**config.mk**
```make
export PLATFORM = sky130hd
export DESIGN_NAME = frac_seq_mul
export DESIGN_NICKNAME = d
export VERILOG_FILES = /design/src/rtl/fm_pkg.sv /design/src/rtl/fm_ctrl.sv /design/src/rtl/fm_addsub.sv /design/src/rtl/fm_clamp.sv /design/src/rtl/frac_seq_mul.sv
export SDC_FILE = /design/constraint.sdc
export NUM_CORES = 1
export LEC_CHECK = 0
export ABC_AREA = 1
export BUFFER_PORTS_ARGS = -buffer_cell sky130_fd_sc_hd__buf_2
export CORE_MARGIN = 4
export CORE_UTILIZATION = 53
export CTS_CLUSTER_DIAMETER = 30
export CTS_CLUSTER_SIZE = 20
export DETAILED_ROUTE_END_ITERATION = 16
export GPL_ROUTABILITY_DRIVEN = 0
export PLACE_DENSITY = 0.77
export RECOVER_POWER = 50
export SYNTH_ARGS = -nofsm -noshare
export SYNTH_HDL_FRONTEND = slang
export SYNTH_SLANG_ARGS = --single-unit
```
**constraint.sdc**
```tcl
create_clock -name clk -period 2.57 [get_ports clk]
set_input_delay 0.514 -clock clk [delete_from_list [all_inputs] [get_ports clk]]
set_output_delay 0.514 -clock clk [all_outputs]
set_load 0.005 [all_outputs]
```
**src/rtl/fm_pkg.sv**
```systemverilog
package fm_pkg;
  typedef enum logic [1:0] {
    FM_IDLE = 2'd0,
    FM_RUN  = 2'd1,
    FM_FIN  = 2'd2
  } fm_state_e;

  // guard bits above the sign so no partial sum can wrap
  localparam int unsigned FM_EXT_BITS = 3;
endpackage

```
**src/rtl/fm_ctrl.sv**
```systemverilog
module fm_ctrl
  import fm_pkg::*;
#(
  parameter int unsigned NBITS = 25
) (
  input  logic clk,
  input  logic rst_n,
  input  logic start,
  output logic load,
  output logic step,
  output logic first,
  output logic finish,
  output logic busy
);
  localparam int unsigned CW = (NBITS > 1) ? $clog2(NBITS) : 1;
  localparam logic [CW-1:0] LAST = CW'(NBITS - 1);

  fm_state_e st_q, st_d;
  logic [CW-1:0] cnt_q, cnt_d;
  logic cnt_en;

  always_comb begin
    st_d   = st_q;
    cnt_d  = cnt_q;
    cnt_en = 1'b0;
    unique case (st_q)
      FM_IDLE: begin
        if (start) begin
          st_d   = FM_RUN;
          cnt_d  = '0;
          cnt_en = 1'b1;
        end
      end
      FM_RUN: begin
        cnt_en = 1'b1;
        cnt_d  = cnt_q + 1'b1;
        if (cnt_q == LAST) begin
          st_d  = FM_FIN;
          cnt_d = '0;
        end
      end
      FM_FIN:  st_d = FM_IDLE;
      default: st_d = FM_IDLE;
    endcase
  end

  always_ff @(posedge clk or negedge rst_n) begin
    if (!rst_n) begin
      st_q  <= FM_IDLE;
      cnt_q <= '0;
    end else begin
      st_q <= st_d;
      if (cnt_en) cnt_q <= cnt_d;
    end
  end

  assign load   = (st_q == FM_IDLE) && start;
  assign step   = (st_q == FM_RUN);
  assign first  = (st_q == FM_RUN) && (cnt_q == '0);
  assign finish = (st_q == FM_FIN);
  assign busy   = (st_q != FM_IDLE);
endmodule

```
**src/rtl/fm_addsub.sv**
```systemverilog
module fm_addsub #(
  parameter int unsigned W = 28
) (
  input  logic [W-1:0] acc,
  input  logic [W-1:0] term,
  input  logic         sub,
  output logic [W-1:0] sum
);
  logic [W-1:0] term_x;
  logic [W-1:0] cin;

  // inverting the term and injecting a carry of one negates it
  assign term_x = term ^ {W{sub}};
  assign cin    = {{(W-1){1'b0}}, sub};
  assign sum    = acc + term_x + cin;
endmodule

```
**src/rtl/fm_clamp.sv**
```systemverilog
module fm_clamp #(
  parameter int unsigned AW       = 28,
  parameter int unsigned DW       = 25,
  parameter bit          SATURATE = 1'b1
) (
  input  logic [AW-1:0] acc,
  output logic [DW-1:0] res,
  output logic          ovf
);
  localparam int unsigned HW = AW - DW + 1;

  logic [HW-1:0] head;
  assign head = acc[AW-1:DW-1];
  // the stored sign must agree with every guard bit above it
  assign ovf  = !((&head) || !(|head));

  generate
    if (SATURATE) begin : g_sat
      assign res = ovf ? {acc[AW-1], {(DW-1){~acc[AW-1]}}} : acc[DW-1:0];
    end else begin : g_wrap
      assign res = acc[DW-1:0];
    end
  endgenerate
endmodule

```
**src/rtl/frac_seq_mul.sv**
```systemverilog
module frac_seq_mul
  import fm_pkg::*;
#(
  parameter int unsigned DW       = 25,
  parameter int unsigned EXT      = FM_EXT_BITS,
  parameter bit          SATURATE = 1'b1
) (
  input  logic          clk,
  input  logic          rst_n,
  input  logic          start,
  input  logic [DW-1:0] mcand_i,
  input  logic [DW-1:0] mplier_i,
  output logic          busy,
  output logic          done,
  output logic [DW-1:0] product,
  output logic          ovf
);
  localparam int unsigned AW = DW + EXT;

  logic load, step, first, finish;
  logic dat_en, out_en;

  logic [DW-1:0] mpl_q, mpl_d;
  logic [AW-1:0] mcs_q, mcs_d;
  logic [AW-1:0] acc_q, acc_d;
  logic [DW-1:0] prod_q, prod_d;
  logic          ovf_q, ovf_d;
  logic          done_q, done_d;

  logic [AW-1:0] sum;
  logic [DW-1:0] clamp_res;
  logic          clamp_ovf;

  fm_ctrl #(.NBITS(DW)) u_ctrl (
    .clk    (clk),
    .rst_n  (rst_n),
    .start  (start),
    .load   (load),
    .step   (step),
    .first  (first),
    .finish (finish),
    .busy   (busy)
  );

  // first step handles the negative-weight sign bit: subtract
  fm_addsub #(.W(AW)) u_addsub (
    .acc  (acc_q),
    .term (mcs_q),
    .sub  (first),
    .sum  (sum)
  );

  fm_clamp #(.AW(AW), .DW(DW), .SATURATE(SATURATE)) u_clamp (
    .acc (acc_q),
    .res (clamp_res),
    .ovf (clamp_ovf)
  );

  assign dat_en = load | step;
  assign out_en = finish;

  always_comb begin
    mpl_d = mpl_q;
    mcs_d = mcs_q;
    acc_d = acc_q;
    if (load) begin
      mpl_d = mplier_i;
      mcs_d = {{EXT{mcand_i[DW-1]}}, mcand_i};
      acc_d = '0;
    end else if (step) begin
      if (mpl_q[DW-1]) acc_d = sum;
      mpl_d = {mpl_q[DW-2:0], 1'b0};
      mcs_d = {mcs_q[AW-1], mcs_q[AW-1:1]};
    end
    prod_d = clamp_res;
    ovf_d  = clamp_ovf;
    done_d = finish;
  end

  always_ff @(posedge clk or negedge rst_n) begin
    if (!rst_n) begin
      mpl_q  <= '0;
      mcs_q  <= '0;
      acc_q  <= '0;
      prod_q <= '0;
      ovf_q  <= 1'b0;
      done_q <= 1'b0;
    end else begin
      if (dat_en) begin
        mpl_q <= mpl_d;
        mcs_q <= mcs_d;
        acc_q <= acc_d;
      end
      if (out_en) begin
        prod_q <= prod_d;
        ovf_q  <= ovf_d;
      end
      done_q <= done_d;
    end
  end

  assign product = prod_q;
  assign ovf     = ovf_q;
  assign done    = done_q;
endmodule

```
==> results of run 1 <==
[Yosys cell counts (2+ instances only)]
library cell,number
dfrtp_1,115
buf_6,2
nand2_1,207
xnor2_1,2
a31oi_1,2
o21ai_1,4
o21ai_0,62
nor2_2,2
nor2_4,2
a22oi_1,24
nand2_2,4
clkbuf_1,12
nand3b_1,3
ha_1,31
nand4_1,4
buf_2,15
nor2_1,69
a21oi_1,71
o21bai_1,2
nand3_1,30
inv_2,6
inv_1,85
xor2_1,27
o221ai_1,25
o21a_1,2
or2_2,2
nor4_1,2
nor3_1,8
nand3_2,2
[final cells by class]
class | count | area (sq um) | share of cell area, %
Clock buffer | 21 | 470 | 5.39
Clock inverter | 10 | 203 | 2.32
Inverter | 92 | 348 | 3.99
Multi-Input combinational cell | 597 | 3590 | 41.1
Sequential cell | 115 | 2880 | 33.0
Tap cell | 168 | 210 | 2.41
Timing Repair Buffer | 160 | 1030 | 11.8
[final timing paths]
path                                             start  cells past startpoint  slack, ps               endpoint
max                        u_ctrl.cnt_q[0]$_DFFE_PN0P_                     16       -150  acc_q[20]$_DFFE_PN0P_
min                                              rst_n                      1        270   acc_q[7]$_DFFE_PN0P_
max reg2reg                u_ctrl.cnt_q[0]$_DFFE_PN0P_                     16       -150  acc_q[20]$_DFFE_PN0P_
min reg2reg                            ovf$_DFFE_PN0P_                      2        490        ovf$_DFFE_PN0P_
max in group asynchronous                        rst_n                      2        700  mpl_q[15]$_DFFE_PN0P_
min in group clk                           mplier_i[6]                      3        300   mpl_q[6]$_DFFE_PN0P_
[sequential cells by signal, summed over array words and instances (netlist names)]
name and count:
product 25, u_ctrl.st_q 2, done 1, ovf 1, mcs_q 28, mpl_q 25, u_ctrl.cnt_q 5, acc_q 28
[report_power, final]
group	total, uW	internal, uW	switching, uW
clock	2690	1880	813
sequential	3020	2540	485
combinational	9030	3870	5160
total	14700	8290	6460
[cells in the final DEF, fill, tap and decap left out, types with 13 or more instances in the layout]
| cell type | netlist | routed |
|---|---|---|
| nor2_1 | 69 | 54 |
| o21ai_1 | 4 | 21 |
| nand3_1 | 30 | 26 |
| nor2_2 | 2 | 13 |
| nand2_1 | 207 | 193 |
| buf_2 | 15 | 79 |
| ha_1 | 31 | 26 |
| xor2_1 | 27 | 19 |
| a21oi_2 | 0 | 18 |
| o21ai_0 | 62 | 44 |
| a22oi_1 | 24 | 24 |
| nand2_2 | 4 | 18 |
| buf_4 | 0 | 73 |
| inv_1 | 85 | 82 |
| a21oi_1 | 71 | 52 |
| clkbuf_16 | 0 | 18 |
| o221ai_1 | 25 | 25 |
| dfrtp_1 | 115 | 115 |
[repair_timing]
item,4_1_cts,5_1_grt
endpoints found under the setup margin,21,23
cloned,0,1
gates resized for setup,36,66
pin swaps,5,14
setup buffers,5,9
[cell families after synthesis]
logic type	Yosys count	synth area share, %
compound gates	197	17.7
xor+xnor	29	3.84
fa+ha+maj	32	6.17
buf+inv	121	7.42
flops	115	43.5
simple gates	339	21.3
[metrics by stage]
step | hold WS (ps) | std cells | setup slack, ps | TNS (ps)
2_1_floorplan | 218 | 833 | 6.37 | 0
5_1_grt | 299 | 1163 | -324 | -5160
4_1_cts | 88.8 | 1153 | -113 | -894
3_3_place_gp | 468 | 1117 | -102 | -895
6_report | 268 | 1163 | -151 | -1390
3_5_place_dp | 476 | 1117 | -191 | -1970
[metal layers]
metal	GRT usage [%]	share of wire [%]
met1	34.4	44
met5	0	0
met4	9.59	2.5
met3	5.51	7.5
met2	37.5	46
==> flow_metrics.tcl, run 1 <==
set metrics [dict create \
    status "complete, but fails checks" \
    violations "setup timing" \
    die_w_microns 120 \
    postSynthAreaPerCell_sq_um 7.93 \
    start_util_pct 54.6 \
    grt_pass1_vias 5871 \
    clk_root_buffer_cell "clkbuf_16" \
    end_kind "register" \
    async_reset_ff_share_pct 100 \
    clkTransAtPathRegs_ps 50 \
    path_buf_inv 4 \
    placedInstanceArea_sq_um 7600 \
    fp.coreArea_sq_um 12100 \
    crit_type "register to register" \
    synth-seq-area-share_pct 43.5 \
    cpPeakStageDelay_ps 390 \
    clockBufferDepth 2 \
    dominantRegCellSynth "dfrtp_1" \
    ys_seq_elements 115 \
    critical_path_arrival_ps 3020 \
    vdd_drop_max_mv 0.712 \
    synth_area_sq_um 6610 \
    slew_headroom_pct 29.5 \
    postLayoutCoreUtil_pct 72.1 \
    final_hold_viol_count 0 \
    clkLatencyLatePin_ps 420 \
    postRouteAntennaNets 0 \
    synth_area_leader_cell "dfrtp_1" \
    diodes 0 \
    min_period_over_period_pct 106 \
    yosysWarnings 0 \
    fp.dieH_microns 120 \
    dr.pass1.iters 5 \
    area_growth_pct 32.1 \
    worst_pin_slew_ps 1060 \
    power_density_nw_per_um2 1690 \
    vias 6314 \
    fin_crit_ps 2720 \
    start_kind "register" \
    drt-initial-drc-count 417 \
    leakagePower_uw 0.00414 \
    syn_inst 833 \
    synth_edf_count 0 \
    cts_tree "built" \
    rows 40 \
    ctsHoldBuffers 0 \
    path_delay_family "simple AND/OR/NAND/NOR gates" \
    place_hpwl_microns 12200 \
    antenna_found_initial 0 \
    ys_types 40 \
    skew_ps 7.14 \
    wire_per_inst_microns 15.2 \
    cp_cell_sequence "inv_2 -> ha_1 -> inv_1 -> nor2_4 -> nand3_4 -> clkbuf_16 -> xor2_1 -> ha_1 -> buf_4 -> nand4_1 -> nor2_1 -> nand4_1 -> nand3_2 -> a21oi_1 -> o21ai_0 -> nand2_1" \
    htreeDepth 4 \
    total_power_uw 14700 \
    clock_sinks 115 \
    finalNetCount 1068 \
    finalWorstSetupSlack_ps -151 \
    ioPinCount 81 \
    fillers 933 \
    viasPerCell 5.43 \
    hold_path_class "input port to async pin" \
    maxCapViolations 0 \
    synth_nets 918 \
    slew_viol_final 0 \
    rsz0062_at_grt "yes" \
    worst-path-max-fanout 12 \
    synth_top_area_share_pct 43.5 \
    layout-drive-gt1-share_pct 28.6 \
    worst_ep_required_time_ps 2870 \
    dieArea_sq_um 14300 \
    fin_area_sq_um 8730 \
    fmax_ghz 0.368 \
    slowest_stage "dfrtp_1" \
    yosys-top-cells-area "dfrtp_1, nand2_1, ha_1" \
    wl_microns 17600 \
    grt_remaining_overflow 0 \
    grt_usage_pct 24.6 \
    setup_viol 19 \
    grt_max_degree 51 \
    grt_pass1_wl_microns 28200 \
    port-buffer-count 80 \
    cts_buffers 17 \
    drc 0 \
]
No activity file was read; power rests on OpenSTA's default activity.
==> run 2: changes to the inputs <==
- BUFFER_PORTS_ARGS: -buffer_cell sky130_fd_sc_hd__buf_2 -> -buffer_cell sky130_fd_sc_hd__clkbuf_2
- TNS_END_PERCENT: unset -> 10
==> run 2 against run 1 <==
Net effect:
- final area up 4.9%
- die area unchanged
- non-clock buffer count grew 19
- the run ends with capacitance limit, slew limit, setup timing left
- utilization grew 3.5 points
- sequential share of layout area is 1.5 points lower
- maximum frequency is 7.5% lower
- global-route usage rose by 0.43 points
==> flow_metrics.tcl, run 2 (synthesis gave the netlist of run 1 again) <==
set metrics [dict create \
    port-buffer-count 80 \
    hold_path_class "input port to register" \
    clkTransAtPathRegs_ps 50 \
    reg2regPathDepth 18 \
    worst-r2r-setup-slack_ps -370 \
    path_buf_inv 5 \
    wire_per_inst_microns 17.1 \
    cpPeakStageDelay_ps 390 \
    dieArea_sq_um 14300 \
    antenna_found_initial 0 \
    pre_cts_slack_ps -210 \
    cp_cell_sequence "inv_2 -> ha_4 -> inv_2 -> nor2_4 -> nand3_4 -> buf_12 -> xor2_4 -> ha_4 -> buf_4 -> a21oi_2 -> buf_4 -> o21a_1 -> nor2_1 -> nor2_2 -> nand3_2 -> a21oi_1 -> o21ai_1 -> nand2_1" \
    top_regs "acc_q: 28 flops, mcs_q: 28 flops" \
    maxCapViolations 1 \
    setup_viol 22 \
    grt_usage_pct 25.1 \
    min-delay-start "mplier_i[14]" \
    start_util_pct 54.6 \
    cts_buffers 17 \
    grt_max_degree 51 \
    final_common_cell "nand2_1" \
    grt_remaining_overflow 0 \
    hold_end "mpl_q[14]$_DFFE_PN0P_" \
    wl_microns 20200 \
    worst_ep_required_time_ps 2920 \
    fp.coreArea_sq_um 12100 \
    finalWorstSetupSlack_ps -372 \
    die_w_microns 120 \
    vias 6699 \
    viasPerCell 5.67 \
    status "complete, but fails checks" \
    cts_tree "built" \
    hold_depth 3 \
    fmax_ghz 0.340 \
    place_hpwl_microns 12500 \
    fin_crit_ps 2940 \
    slew_headroom_pct -46.1 \
    grt_pass1_wl_microns 28400 \
    drt-initial-drc-count 489 \
    rr_endpoint "acc_q[20]$_DFFE_PN0P_" \
    rsz0062_at_grt "yes" \
    area_growth_pct 38.5 \
    skew_ps 9.60 \
    slew_viol_final 41 \
    ctsHoldBuffers 0 \
    violations "capacitance limit, slew limit, setup timing" \
    start_kind "register" \
    finalNetCount 1087 \
    min_period_over_period_pct 114 \
    startpoint "u_ctrl.cnt_q[0]$_DFFE_PN0P_" \
    ioPinCount 81 \
    diodes 0 \
    dr.pass1.iters 7 \
    slowest_stage "dfrtp_1" \
    postRouteAntennaNets 0 \
    critical_path_arrival_ps 3290 \
    crit_type "register to register" \
    rows 40 \
    r2r_start "u_ctrl.cnt_q[0]$_DFFE_PN0P_" \
    clock_sinks 115 \
    path_delay_family "simple AND/OR/NAND/NOR gates" \
    layout-drive-gt1-share_pct 34.8 \
    end_kind "register" \
    htreeDepth 4 \
    final_cell_mix "nand2_1, dfrtp_1, buf_4" \
    worst-path-max-fanout 6 \
    grt_pass1_vias 6074 \
    final_hold_viol_count 0 \
    fp.dieH_microns 120 \
    worst_pin_slew_ps 2190 \
    clockBufferDepth 2 \
    clkLatencyLatePin_ps 420 \
    drc 0 \
    clk_root_buffer_cell "clkbuf_16" \
]
-- run 2: cell types whose count changed in the layout (fill, tap and decap cells not counted), sizes merged --
cell / delta
buf: -63
clkinvlp: +1
clkbuf: +83
bufinv: -2
-- run 2: cell type report --
cell class,instances,area (sq um)
clock buffer,22,494
tap,168,210
inverter,92,348
sequential,115,2880
timing repair buffer,179,1190
clock inverter,9,150
multi-input combinational,597,3890
fill,865,2960
-- run 2: what timing repair did --
| action | 4_1_cts | 5_1_grt |
|---|---|---|
| pin swaps | 4 | 59 |
| buffers inserted | 3 | 23 |
| gates cloned | 0 | 3 |
| gates resized for setup | 17 | 142 |
| setup endpoints to repair | 20 | 24 |
-- run 2: worst max-delay path by stage --
stage / slack (ps) / cells after the start / endpoint
after floorplan: 6 / 20 / acc_q[25]$_DFFE_PN0P_
after global placement: -170 / 16 / acc_q[20]$_DFFE_PN0P_
after detailed placement: -210 / 17 / acc_q[18]$_DFFE_PN0P_
after CTS: -180 / 19 / acc_q[17]$_DFFE_PN0P_
after global routing: -450 / 17 / acc_q[21]$_DFFE_PN0P_
final: -370 / 18 / acc_q[20]$_DFFE_PN0P_
-- run 2: layer usage --
metal | GRT usage [%] | vias up | routed length (microns)
li1 | - | 3123 | -
met1 | 32.2 | 3163 | 8180
met2 | 40.0 | 343 | 9710
met3 | 6.13 | 70 | 1620
met4 | 11.8 | 0 | 730
met5 | 0 | - | 0
-- run 2: stage by stage --
step                      util, %  TNS, ps  hold slack [ps]  area (sq um)  instances
after floorplan                 -        0              218          6620        833
after global placement       63.1    -1530              478          7640       1122
after detailed placement     63.1    -2650              482          7640       1122
after CTS                    69.1    -2550             76.3          8360       1156
after global routing         75.6   -17310              302          9160       1182
final                        75.6    -4620              301          9160       1182
-- run 2: worst min-delay path: stages --
cell	delay [ps]
clkbuf_2	70
nand2_1	40
o221ai_1	50
Power of run 2 is left out: the tool's default activity adds up to more than one toggle a clock period on the data nets, which glitch-free logic cannot reach.
==> run 3: changes to the inputs <==
- CORE_UTILIZATION: 53 -> 55
- MAX_ROUTING_LAYER: unset -> met4
- PLACE_DENSITY: 0.77 -> 0.76
- clock period: 2.57 -> 3.3 ns (I/O delays scaled with it)
==> run 3 against run 2 <==
Net effect:
- the flow finishes with violations (capacitance limit, slew limit)
- sequential share of layout area up 5.5 points
- hold slack better by 150 ps
- global-route usage up 0.26 points
- final area down 15%
- register-to-register slack better by 620 ps
- sequential cell count unchanged
- die area down 3.4%
- routed wire length down 19%
- clock-buffer cell count up 1
- clock skew down 1.7 ps
- non-clock buffer count down 91
- largest cell class unchanged
==> flow_metrics.tcl, run 3 (synthesis gave the netlist of run 1 again) <==
set metrics [dict create \
    worst-r2r-setup-slack_ps 250 \
    p_sw_share_pct 45.3 \
    drt-initial-drc-count 371 \
    rr_endpoint "acc_q[18]$_DFFE_PN0P_" \
    htreeDepth 4 \
    clock_sinks 115 \
    worst_pin_slew_ps 1870 \
    end_kind "register" \
    grt_remaining_overflow 0 \
    cpPeakStageDelay_ps 440 \
    port-buffer-count 80 \
    hold_path_class "input port to register" \
    path_delay_family "simple AND/OR/NAND/NOR gates" \
    slew_viol_final 77 \
    postRouteAntennaNets 0 \
    start_util_pct 57.1 \
    dieArea_sq_um 13800 \
    fmax_ghz 0.328 \
    top_regs "acc_q: 28 flops, mcs_q: 28 flops" \
    dr.pass1.iters 6 \
    worst-path-max-fanout 22 \
    rsz0062_at_grt "yes" \
    fp.dieH_microns 118 \
    dp_cells 1035 \
    cts_tree "built" \
    min_period_over_period_pct 92.5 \
    critical_path_arrival_ps 3350 \
    grt_max_degree 77 \
    area_growth_pct 18.0 \
    viasPerCell 5.68 \
    clk_root_buffer_cell "clkbuf_16" \
    fp.coreArea_sq_um 11600 \
    r2r_start "u_ctrl.cnt_q[1]$_DFFE_PN0P_" \
    crit_type "register to register" \
    path_buf_inv 3 \
    violations "capacitance limit, slew limit" \
    ioPinCount 81 \
    post_cts.repair.setup_buffers 0 \
    clkLatencyLatePin_ps 420 \
    final_cells 1066 \
    rows 39 \
    p_comb_share_pct 53.0 \
    grt_pass1_vias 5939 \
    slew_headroom_pct -24.6 \
    total_power_uw 9410 \
    power_frac_seq_pct 24.9 \
    ctsHoldBuffers 0 \
    drc 0 \
    wl_microns 16300 \
    clockBufferDepth 2 \
    pwr-share-clk_pct 22.1 \
    slowest_stage "fa_1" \
    fin_crit_ps 3050 \
    cp_cell_sequence "inv_1 -> ha_1 -> inv_1 -> nor2_2 -> nand3_4 -> buf_12 -> xor2_1 -> fa_1 -> nand3_1 -> nand2_1 -> a21oi_1 -> o21bai_1 -> nand3_1 -> nand3b_1 -> nand3_1 -> nand2_1" \
    final_cell_mix "nand2_1, dfrtp_1, inv_1" \
    wire_per_inst_microns 15.3 \
    worst_ep_required_time_ps 3600 \
    min-delay-start "mplier_i[11]" \
    clkTransAtPathRegs_ps 50 \
    start_kind "register" \
    vdd_drop_max_mv 0.669 \
    vias 6059 \
    postCtsResizedCells 0 \
    power_density_nw_per_um2 1210 \
    final_common_cell "nand2_1" \
    reg2regPathDepth 16 \
    layout-drive-gt1-share_pct 14.7 \
    setup_viol 0 \
    grt_usage_pct 25.3 \
    skew_ps 7.93 \
    leakagePower_uw 0.00377 \
    power_switching_uw 4260 \
    place_hpwl_microns 11900 \
    die_w_microns 118 \
    hold_depth 3 \
    maxCapViolations 1 \
    hold_end "mpl_q[11]$_DFFE_PN0P_" \
    finalNetCount 996 \
    cts_buffers 17 \
    tns_ps 0 \
    status "complete, but fails checks" \
    diodes 0 \
    final_hold_viol_count 0 \
    grt_pass1_wl_microns 27800 \
    antenna_found_initial 0 \
    p_int_uw 5150 \
    crit_top_cell "nand3_1" \
]
## run 3: worst max path at each step
| stage | from | cells past startpoint | end | slack [ps] |
|---|---|---|---|---|
| 6_report | u_ctrl.cnt_q[1]$_DFFE_PN0P_ | 16 | acc_q[18]$_DFFE_PN0P_ | 250 |
| 2_1_floorplan | u_ctrl.cnt_q[1]$_DFFE_PN0P_ | 17 | acc_q[18]$_DFFE_PN0P_ | 600 |
| 3_3_place_gp | u_ctrl.cnt_q[0]$_DFFE_PN0P_ | 18 | acc_q[24]$_DFFE_PN0P_ | 330 |
| 3_5_place_dp | u_ctrl.cnt_q[1]$_DFFE_PN0P_ | 16 | acc_q[18]$_DFFE_PN0P_ | 210 |
| 4_1_cts | u_ctrl.cnt_q[1]$_DFFE_PN0P_ | 19 | acc_q[24]$_DFFE_PN0P_ | 150 |
| 5_1_grt | u_ctrl.cnt_q[1]$_DFFE_PN0P_ | 19 | acc_q[24]$_DFFE_PN0P_ | -30 |
## run 3: routing by layer
metal  wire, microns  vias to the layer above  track usage, %
li1                -                     2931               -
met1            7210                     2847            32.9
met2            7590                      234            37.8
met3            1030                       47            5.86
met4             497                        0            11.9
met5               0                        -               -
## run 3: through the flow
step / util, % / instance area, sq um / hold slack [ps] / setup WS, ps
CTS: 67.4 / 7800 / 427 / 154
global route: 67.4 / 7800 / 442 / -26.7
floorplan: - / 6610 / 364 / 595
finish: 67.4 / 7800 / 454 / 247
detailed placement: 61.6 / 7120 / 483 / 214
global placement: 61.6 / 7120 / 471 / 332
## run 3: worst reg2reg max path: stages (launching register included)
cell	delay, ps
dfrtp_1	400
inv_1	90
ha_1	140
inv_1	40
nor2_2	140
nand3_4	190
buf_12	230
xor2_1	190
fa_1	440
nand3_1	90
nand2_1	120
a21oi_1	340
o21bai_1	180
nand3_1	130
nand3b_1	90
nand3_1	80
nand2_1	60
## run 3: power by group through the flow
stage	combinational, uW	clock [uW]	sequential [uW]
2_1_floorplan	3770	0	2250
3_3_place_gp	4720	0	2330
3_5_place_dp	4860	0	2360
4_1_cts	4920	2110	2340
5_1_grt	5670	2180	2400
6_report	4990	2080	2340
## run 3: cell type report
type | count | area, sq um
fill | 973 | 3770
inverter | 92 | 348
clock inverter | 8 | 170
clock buffer | 23 | 508
multi-input combinational | 597 | 3260
timing repair buffer | 88 | 458
tap | 143 | 179
sequential | 115 | 2880
